File: src/rtl/itmr_regif_pkg.sv
package itmr_regif_pkg;

  localparam int unsigned BYTE_W = 8;
  localparam int unsigned CNT_W  = 2 * BYTE_W;
  localparam int unsigned MODE_W = 3;
  localparam int unsigned ADDR_W = 2;

  // byte access selector; XF_NONE doubles as "nothing frozen"
  typedef enum logic [1:0] {
    XF_NONE = 2'd0,
    XF_LO   = 2'd1,
    XF_HI   = 2'd2,
    XF_WORD = 2'd3
  } xfer_e;

endpackage

File: src/rtl/itmr_cmd_decode.sv
module itmr_cmd_decode
  import itmr_regif_pkg::*;
#(
  parameter int unsigned NCH = 3
) (
  input  logic [ADDR_W-1:0] addr,
  input  logic [BYTE_W-1:0] wdata,
  input  logic              wr_en,
  input  logic              rd_en,
  output logic              rd_go,
  output logic [NCH-1:0]    cfg_wr,
  output logic [NCH-1:0]    latch_req,
  output logic [NCH-1:0]    stat_req,
  output logic [NCH-1:0]    data_wr,
  output logic [NCH-1:0]    data_rd,
  output xfer_e             cfg_acc,
  output logic [MODE_W-1:0] cfg_mode,
  output logic              cfg_bcd
);

  localparam logic [ADDR_W-1:0] CMD_ADDR = ADDR_W'(3);
  localparam logic [1:0]        SNAP_SEL = 2'd3;

  logic       is_cmd;
  logic       is_snap;
  logic [1:0] ch_sel;

  assign ch_sel   = wdata[7:6];
  assign is_cmd   = wr_en && (addr == CMD_ADDR);
  assign is_snap  = (ch_sel == SNAP_SEL);
  assign rd_go    = rd_en && !wr_en;
  assign cfg_acc  = xfer_e'(wdata[5:4]);
  assign cfg_mode = wdata[3:1];
  assign cfg_bcd  = wdata[0];

  for (genvar i = 0; i < NCH; i++) begin : g_ch
    logic hit;
    logic snap_pick;
    assign hit        = is_cmd && !is_snap && (ch_sel == 2'(i));
    assign snap_pick  = is_cmd && is_snap && wdata[i+1];
    assign cfg_wr[i]    = hit && (cfg_acc != XF_NONE);
    assign latch_req[i] = (hit && (cfg_acc == XF_NONE)) || (snap_pick && !wdata[5]);
    assign stat_req[i]  = snap_pick && !wdata[4];
    assign data_wr[i]   = wr_en && (addr == ADDR_W'(i));
    assign data_rd[i]   = rd_go && (addr == ADDR_W'(i));
  end

endmodule

File: src/rtl/itmr_chan_regs.sv
module itmr_chan_regs
  import itmr_regif_pkg::*;
(
  input  logic              clk,
  input  logic              rst_ni,
  input  logic              cfg_wr,
  input  xfer_e             cfg_acc,
  input  logic [MODE_W-1:0] cfg_mode,
  input  logic              cfg_bcd,
  input  logic              latch_req,
  input  logic              stat_req,
  input  logic              data_wr,
  input  logic              data_rd,
  input  logic [BYTE_W-1:0] wdata,
  input  logic [CNT_W-1:0]  live_cnt,
  input  logic              out_lvl,
  output logic [MODE_W-1:0] mode_o,
  output logic [CNT_W-1:0]  count_o,
  output logic              load_o,
  output logic              wr_phase_o,
  output logic [BYTE_W-1:0] rd_byte_o
);

  xfer_e             acc_q, acc_d;
  logic [MODE_W-1:0] mode_q, mode_d;
  logic              bcd_q, bcd_d;
  logic              wr_hi_q, wr_hi_d;
  logic              rd_hi_q, rd_hi_d;
  logic [BYTE_W-1:0] hold_q, hold_d;
  logic [CNT_W-1:0]  frz_q, frz_d;
  xfer_e             frz_st_q, frz_st_d;
  logic [BYTE_W-1:0] stat_q, stat_d;
  logic              stat_vld_q, stat_vld_d;
  logic [CNT_W-1:0]  count_q, count_d;
  logic              load_q, load_d;
  logic              st_en;

  assign st_en = cfg_wr | data_wr | data_rd | latch_req | stat_req;

  // next state
  always_comb begin
    acc_d      = acc_q;
    mode_d     = mode_q;
    bcd_d      = bcd_q;
    wr_hi_d    = wr_hi_q;
    rd_hi_d    = rd_hi_q;
    hold_d     = hold_q;
    frz_d      = frz_q;
    frz_st_d   = frz_st_q;
    stat_d     = stat_q;
    stat_vld_d = stat_vld_q;
    count_d    = count_q;
    load_d     = 1'b0;

    if (cfg_wr) begin
      acc_d   = cfg_acc;
      mode_d  = cfg_mode;
      bcd_d   = cfg_bcd;
      wr_hi_d = 1'b0;
      rd_hi_d = 1'b0;
    end

    if (data_wr) begin
      unique case (acc_q)
        XF_LO: begin
          count_d = {{BYTE_W{1'b0}}, wdata};
          load_d  = 1'b1;
        end
        XF_HI: begin
          count_d = {wdata, {BYTE_W{1'b0}}};
          load_d  = 1'b1;
        end
        XF_WORD: begin
          if (!wr_hi_q) begin
            hold_d  = wdata;
            wr_hi_d = 1'b1;
          end else begin
            count_d = {wdata, hold_q};
            load_d  = 1'b1;
            wr_hi_d = 1'b0;
          end
        end
        default: ;
      endcase
    end

    if (latch_req && (frz_st_q == XF_NONE)) begin
      frz_d    = live_cnt;
      frz_st_d = acc_q;
    end

    if (stat_req && !stat_vld_q) begin
      stat_d     = {out_lvl, 1'b0, acc_q, mode_q, bcd_q};
      stat_vld_d = 1'b1;
    end

    if (data_rd) begin
      if (stat_vld_q) begin
        stat_vld_d = 1'b0;
      end else if (frz_st_q != XF_NONE) begin
        frz_st_d = (frz_st_q == XF_WORD) ? XF_HI : XF_NONE;
      end else if (acc_q == XF_WORD) begin
        rd_hi_d = !rd_hi_q;
      end
    end
  end

  // registers
  always_ff @(posedge clk or negedge rst_ni) begin
    if (!rst_ni) begin
      acc_q      <= XF_WORD;
      mode_q     <= MODE_W'(3);
      bcd_q      <= 1'b0;
      wr_hi_q    <= 1'b0;
      rd_hi_q    <= 1'b0;
      hold_q     <= '0;
      frz_q      <= '0;
      frz_st_q   <= XF_NONE;
      stat_q     <= '0;
      stat_vld_q <= 1'b0;
    end else if (st_en) begin
      acc_q      <= acc_d;
      mode_q     <= mode_d;
      bcd_q      <= bcd_d;
      wr_hi_q    <= wr_hi_d;
      rd_hi_q    <= rd_hi_d;
      hold_q     <= hold_d;
      frz_q      <= frz_d;
      frz_st_q   <= frz_st_d;
      stat_q     <= stat_d;
      stat_vld_q <= stat_vld_d;
    end
  end

  always_ff @(posedge clk or negedge rst_ni) begin
    if (!rst_ni) begin
      count_q <= '0;
      load_q  <= 1'b0;
    end else begin
      load_q <= load_d;
      if (load_d) count_q <= count_d;
    end
  end

  // byte presented to the read port, by priority
  always_comb begin
    if (stat_vld_q) begin
      rd_byte_o = stat_q;
    end else if (frz_st_q != XF_NONE) begin
      rd_byte_o = (frz_st_q == XF_HI) ? frz_q[CNT_W-1:BYTE_W] : frz_q[BYTE_W-1:0];
    end else begin
      unique case (acc_q)
        XF_HI:   rd_byte_o = live_cnt[CNT_W-1:BYTE_W];
        XF_WORD: rd_byte_o = rd_hi_q ? live_cnt[CNT_W-1:BYTE_W] : live_cnt[BYTE_W-1:0];
        default: rd_byte_o = live_cnt[BYTE_W-1:0];
      endcase
    end
  end

  assign mode_o     = mode_q;
  assign count_o    = count_q;
  assign load_o     = load_q;
  assign wr_phase_o = wr_hi_q;

endmodule

File: src/rtl/itmr_rd_port.sv
module itmr_rd_port
  import itmr_regif_pkg::*;
#(
  parameter int unsigned NCH = 3
) (
  input  logic                        clk,
  input  logic                        rst_ni,
  input  logic                        rd_go,
  input  logic [ADDR_W-1:0]           addr,
  input  logic [NCH-1:0][BYTE_W-1:0]  rd_bytes,
  output logic [BYTE_W-1:0]           rdata
);

  logic [BYTE_W-1:0] sel_byte;
  logic [BYTE_W-1:0] rdata_q, rdata_d;

  always_comb begin
    sel_byte = '0;
    for (int i = 0; i < NCH; i++) begin
      if (addr == ADDR_W'(i)) sel_byte = rd_bytes[i];
    end
  end

  always_comb begin
    rdata_d = rdata_q;
    if (rd_go) rdata_d = sel_byte;
  end

  always_ff @(posedge clk or negedge rst_ni) begin
    if (!rst_ni) rdata_q <= '0;
    else         rdata_q <= rdata_d;
  end

  assign rdata = rdata_q;

endmodule

File: src/rtl/itmr_bus_regs.sv
module itmr_bus_regs
  import itmr_regif_pkg::*;
#(
  parameter int unsigned NCH = 3
) (
  input  logic                  clk,
  input  logic                  rst_ni,
  input  logic [1:0]            addr,
  input  logic [7:0]            wdata,
  input  logic                  wr_en,
  input  logic                  rd_en,
  output logic [7:0]            rdata,
  output logic [NCH*3-1:0]      ch_mode,
  output logic [NCH*16-1:0]     ch_count,
  output logic [NCH-1:0]        ch_load,
  input  logic [NCH*16-1:0]     ch_live,
  input  logic [NCH-1:0]        ch_out
);

  logic [1:0] rst_sync_q;
  logic       rst_sync_n;

  always_ff @(posedge clk or negedge rst_ni) begin
    if (!rst_ni) rst_sync_q <= 2'b00;
    else         rst_sync_q <= {rst_sync_q[0], 1'b1};
  end
  assign rst_sync_n = rst_sync_q[1];

  logic                       rd_go;
  logic [NCH-1:0]             cfg_wr, latch_req, stat_req, data_wr, data_rd;
  xfer_e                      cfg_acc;
  logic [MODE_W-1:0]          cfg_mode;
  logic                       cfg_bcd;
  logic [NCH-1:0][BYTE_W-1:0] rd_bytes;
  logic [NCH-1:0]             wr_phase;

  itmr_cmd_decode #(.NCH(NCH)) u_dec (
    .addr      (addr),
    .wdata     (wdata),
    .wr_en     (wr_en),
    .rd_en     (rd_en),
    .rd_go     (rd_go),
    .cfg_wr    (cfg_wr),
    .latch_req (latch_req),
    .stat_req  (stat_req),
    .data_wr   (data_wr),
    .data_rd   (data_rd),
    .cfg_acc   (cfg_acc),
    .cfg_mode  (cfg_mode),
    .cfg_bcd   (cfg_bcd)
  );

  for (genvar i = 0; i < NCH; i++) begin : g_chan
    itmr_chan_regs u_chan (
      .clk        (clk),
      .rst_ni     (rst_sync_n),
      .cfg_wr     (cfg_wr[i]),
      .cfg_acc    (cfg_acc),
      .cfg_mode   (cfg_mode),
      .cfg_bcd    (cfg_bcd),
      .latch_req  (latch_req[i]),
      .stat_req   (stat_req[i]),
      .data_wr    (data_wr[i]),
      .data_rd    (data_rd[i]),
      .wdata      (wdata),
      .live_cnt   (ch_live[i*CNT_W +: CNT_W]),
      .out_lvl    (ch_out[i]),
      .mode_o     (ch_mode[i*MODE_W +: MODE_W]),
      .count_o    (ch_count[i*CNT_W +: CNT_W]),
      .load_o     (ch_load[i]),
      .wr_phase_o (wr_phase[i]),
      .rd_byte_o  (rd_bytes[i])
    );
  end

  itmr_rd_port #(.NCH(NCH)) u_rd (
    .clk      (clk),
    .rst_ni   (rst_sync_n),
    .rd_go    (rd_go),
    .addr     (addr),
    .rd_bytes (rd_bytes),
    .rdata    (rdata)
  );

endmodule

File: config.mk
export PLATFORM = sky130hd
export DESIGN_NAME = itmr_bus_regs
export DESIGN_NICKNAME = d
export VERILOG_FILES = /design/src/rtl/itmr_regif_pkg.sv /design/src/rtl/itmr_cmd_decode.sv /design/src/rtl/itmr_chan_regs.sv /design/src/rtl/itmr_rd_port.sv /design/src/rtl/itmr_bus_regs.sv
export SDC_FILE = /design/constraint.sdc
export NUM_CORES = 1
export LEC_CHECK = 0
export BUFFER_PORTS_ARGS = -buffer_cell sky130_fd_sc_hd__buf_4
export CAP_MARGIN = 10
export CORE_MARGIN = 3
export CORE_UTILIZATION = 52
export CTS_BUF_LIST = sky130_fd_sc_hd__clkbuf_16
export CTS_CLUSTER_DIAMETER = 30
export CTS_CLUSTER_SIZE = 25
export DETAILED_ROUTE_END_ITERATION = 12
export PLACE_DENSITY_LB_ADDON = 0.08
export SYNTH_ARGS = -nofsm -noshare
export SYNTH_HDL_FRONTEND = slang
export SYNTH_SLANG_ARGS = --single-unit
File: constraint.sdc
create_clock -name clk -period 5.45 [get_ports clk]
set_clock_uncertainty 0.1 [all_clocks]
set_input_delay 0.545 -clock clk [delete_from_list [all_inputs] [get_ports clk]]
set_output_delay 0.545 -clock clk [all_outputs]
set_load 0.05 [all_outputs]
==> results_dict.tcl <==
set metrics [dict create \
    crit_start "g_chan[1].u_chan.acc_q[1]$_DFFE_PN1P_" \
    seq_area_frac_synth_pct 52.0 \
    path_cells "ha_1 > nor2_1 > buf_6 > a221oi_1 > a21oi_1 > a311oi_1 > a31oi_1" \
    design.die.area_sq_mm 0.0190 \
    cp.arrival_ns 3.18 \
    synthTopCellsByArea "dfrtp_1 49%, mux2_2 14%, dfstp_2 3.5%" \
    worstSetupEndpoint "u_rd.rdata[6]$_DFFE_PN0P_" \
    max_stage_delay_ns 0.74 \
    yosys.cell_types.count 53 \
    power_mw 5.53 \
    power_density_mw_per_mm2 518 \
    ir_drop_v 0.000391 \
    routed_wl_microns 23400 \
    overflow 0 \
    port_buffers 132 \
    cts_sinks 187 \
    slew_violations 0 \
    syn2layout_area_growth_pct 18.5 \
    route.detailed.wl_per_inst_microns 20.5 \
    rr_worst_depth 7 \
    final_nets 981 \
    seqCellArea_sq_mm 0.00470 \
    multi_input_area_sq_mm 0.00396 \
    nFillCells 1363 \
    clkTransAtPathRegs_ns 0.07 \
    gp_congestion 0.898 \
    layout_min_cycle_time_ns 2.98 \
    cp.required_ns 5.65 \
    routed_via_density 6.00 \
    coreArea_sq_mm 0.0168 \
    dr.pass1.iters 5 \
    cp_slowest_cell "ha_1" \
    drive_gt1_share_pct 34.8 \
    tightest_slew_ns 1.17 \
    rr_startpoint "g_chan[1].u_chan.acc_q[1]$_DFFE_PN1P_" \
    synthCells 812 \
    r2r_end "u_rd.rdata[6]$_DFFE_PN0P_" \
    grt_pass1_vias 6884 \
    drv_cap 0 \
    ant_nets 0 \
    worstSetupPathType "register to register" \
    clock-root-buffer "clkbuf_16" \
    layout_commonest_cell "dfrtp_1" \
    dieHeight_microns 138 \
    ys.warnings.count 0 \
    fp.dieW_microns 138 \
    cts_inserted_buffers 17 \
    cts_tree "built" \
    htreeDepth 4 \
    hold_start "ch_out[0]" \
    synth-seq-cells 187 \
    start_util_pct 53.8 \
    setup_viol 0 \
    cts_resized 0 \
    reg2reg_setup_slack_ns 2.47 \
    end_kind "register" \
    grt_max_degree 69 \
    finalHoldViolations 0 \
    synthArstFlopShare_pct 100 \
    post-route-util_pct 63.8 \
    via_count 6842 \
    synth_top_area_share_pct 48.5 \
    grt_use_total_pct 25.2 \
    n_antenna_cell 0 \
    drc 0 \
    hold_path_class "input port to register" \
    syn_area_sq_mm 0.00902 \
    min_period_over_period_pct 54.7 \
    cts.path.max_buffers 2 \
    leakage_nw 4.88 \
    synth_flop_cell "dfrtp_1" \
    rsz0062_at_grt "false" \
    slew_headroom_pct 21.9 \
    worstPathMaxFanout 22 \
    critPathLaunchType "register" \
    yosysTopAreaCell "dfrtp_1" \
    synth_edf_count 0 \
    hold_ws_ns 0.245 \
    grt_antenna_before_repair 0 \
    tns_ns 0 \
    layout_common_cells "174 x dfrtp_1, 138 x buf_4, 111 x mux2_2, 79 x nand2_1, 63 x nor2_1" \
    avgSynthCellArea_sq_um 11.1 \
    grt_pass1_wl_microns 36600 \
    dpl.hpwl_microns 16300 \
    dr.first_iter.drc_count 362 \
    clock_latency_ns 0.43 \
    fmax_mhz 335 \
    synth.net_count 886 \
    status "finished clean" \
    pin_count 133 \
    rows 47 \
]
-- worst max-delay path, delay by kind of cell, from the launching register on --
kind,cells,cell delay [ns]
compound gates,4,0.82
fa+ha+maj,1,0.74
buf+inv,1,0.25
flops,1,0.58
simple gates,1,0.34
-- cell usage after synthesis, types with 15 or more instances --
cell type	n
nor2_1	63
clkbuf_1	47
a21oi_1	28
a22oi_1	29
nand2_1	79
o21ai_0	30
a31oi_1	15
inv_1	20
mux2_4	16
a221oi_1	20
nand3_1	35
mux2_2	111
dfrtp_1	175
-- worst min path at each step --
stage                                                  end  depth (start not counted)  slack (ns)
floorplan                          rst_sync_q[0]$_DFF_PN0_                          0        0.15
global placement                   rst_sync_q[0]$_DFF_PN0_                          1        0.23
detailed placement                 rst_sync_q[0]$_DFF_PN0_                          1        0.23
CTS                 g_chan[0].u_chan.stat_q[7]$_DFFE_PN0P_                          2        0.23
global route        g_chan[0].u_chan.stat_q[7]$_DFFE_PN0P_                          2        0.24
finish              g_chan[0].u_chan.stat_q[7]$_DFFE_PN0P_                          2        0.25
-- per-stage QoR --
stage	worst slack [ns]	instances	instance area (sq um)
2_1_floorplan	2.28	812	9020
3_3_place_gp	2.38	1106	10000
3_5_place_dp	2.51	1107	10100
4_1_cts	2.47	1140	10700
5_1_grt	2.24	1140	10700
6_report	2.47	1140	10700
-- report_power, final --
group          total [mW]  switching, mW  internal [mW]  leakage, nW
sequential           2.15          0.321           1.82         2.35
clock                1.31          0.511          0.800        0.319
combinational        2.08           1.33          0.751         2.22
-- state kept, by name, indices dropped and copies added, names as in the netlist, 6 cells and up --
signal / flops
g_chan.u_chan.stat_q: 21
g_chan.u_chan.frz_q: 48
g_chan.u_chan.acc_q: 6
u_rd.rdata: 8
g_chan.u_chan.count_o: 48
g_chan.u_chan.hold_q: 24
g_chan.u_chan.frz_st_q: 6
g_chan.u_chan.mode_o: 9
-- area by class of cell --
class                      instances  area share, %
timing repair buffer             140           9.89
clock inverter                    15           1.80
inverter                          22          0.773
clock buffer                      17           3.98
multi-input combinational        539           37.0
tap                              220           2.58
sequential                       187           44.0
-- timing repair --
item                      4_1_cts  5_1_grt
hold buffers                    1        0
hold endpoints to repair        2        0
setup buffers                   0        0
-- per-layer routing --
layer	part of all wire (%)	track usage, %
met1	43	34.1
met2	49	40.5
met3	5.8	5.22
met4	2.0	8.89
met5	0	0
-- kinds of logic (layout without fill, tap and decap cells) --
kind of cell               after synthesis  in the layout  share of synthesized area (%)
AOI/OAI and AO/OA                      175            175                           13.7
DFF                                    187            187                           52.0
buffers and inverters                   86            194                           4.11
adders and majority gates                9              9                           1.25
muxes                                  131            131                           17.0
and+or+nand+nor                        223            223                           11.9
other                                    1              1                         0.0416
No activity file was read; power rests on OpenSTA's default activity.
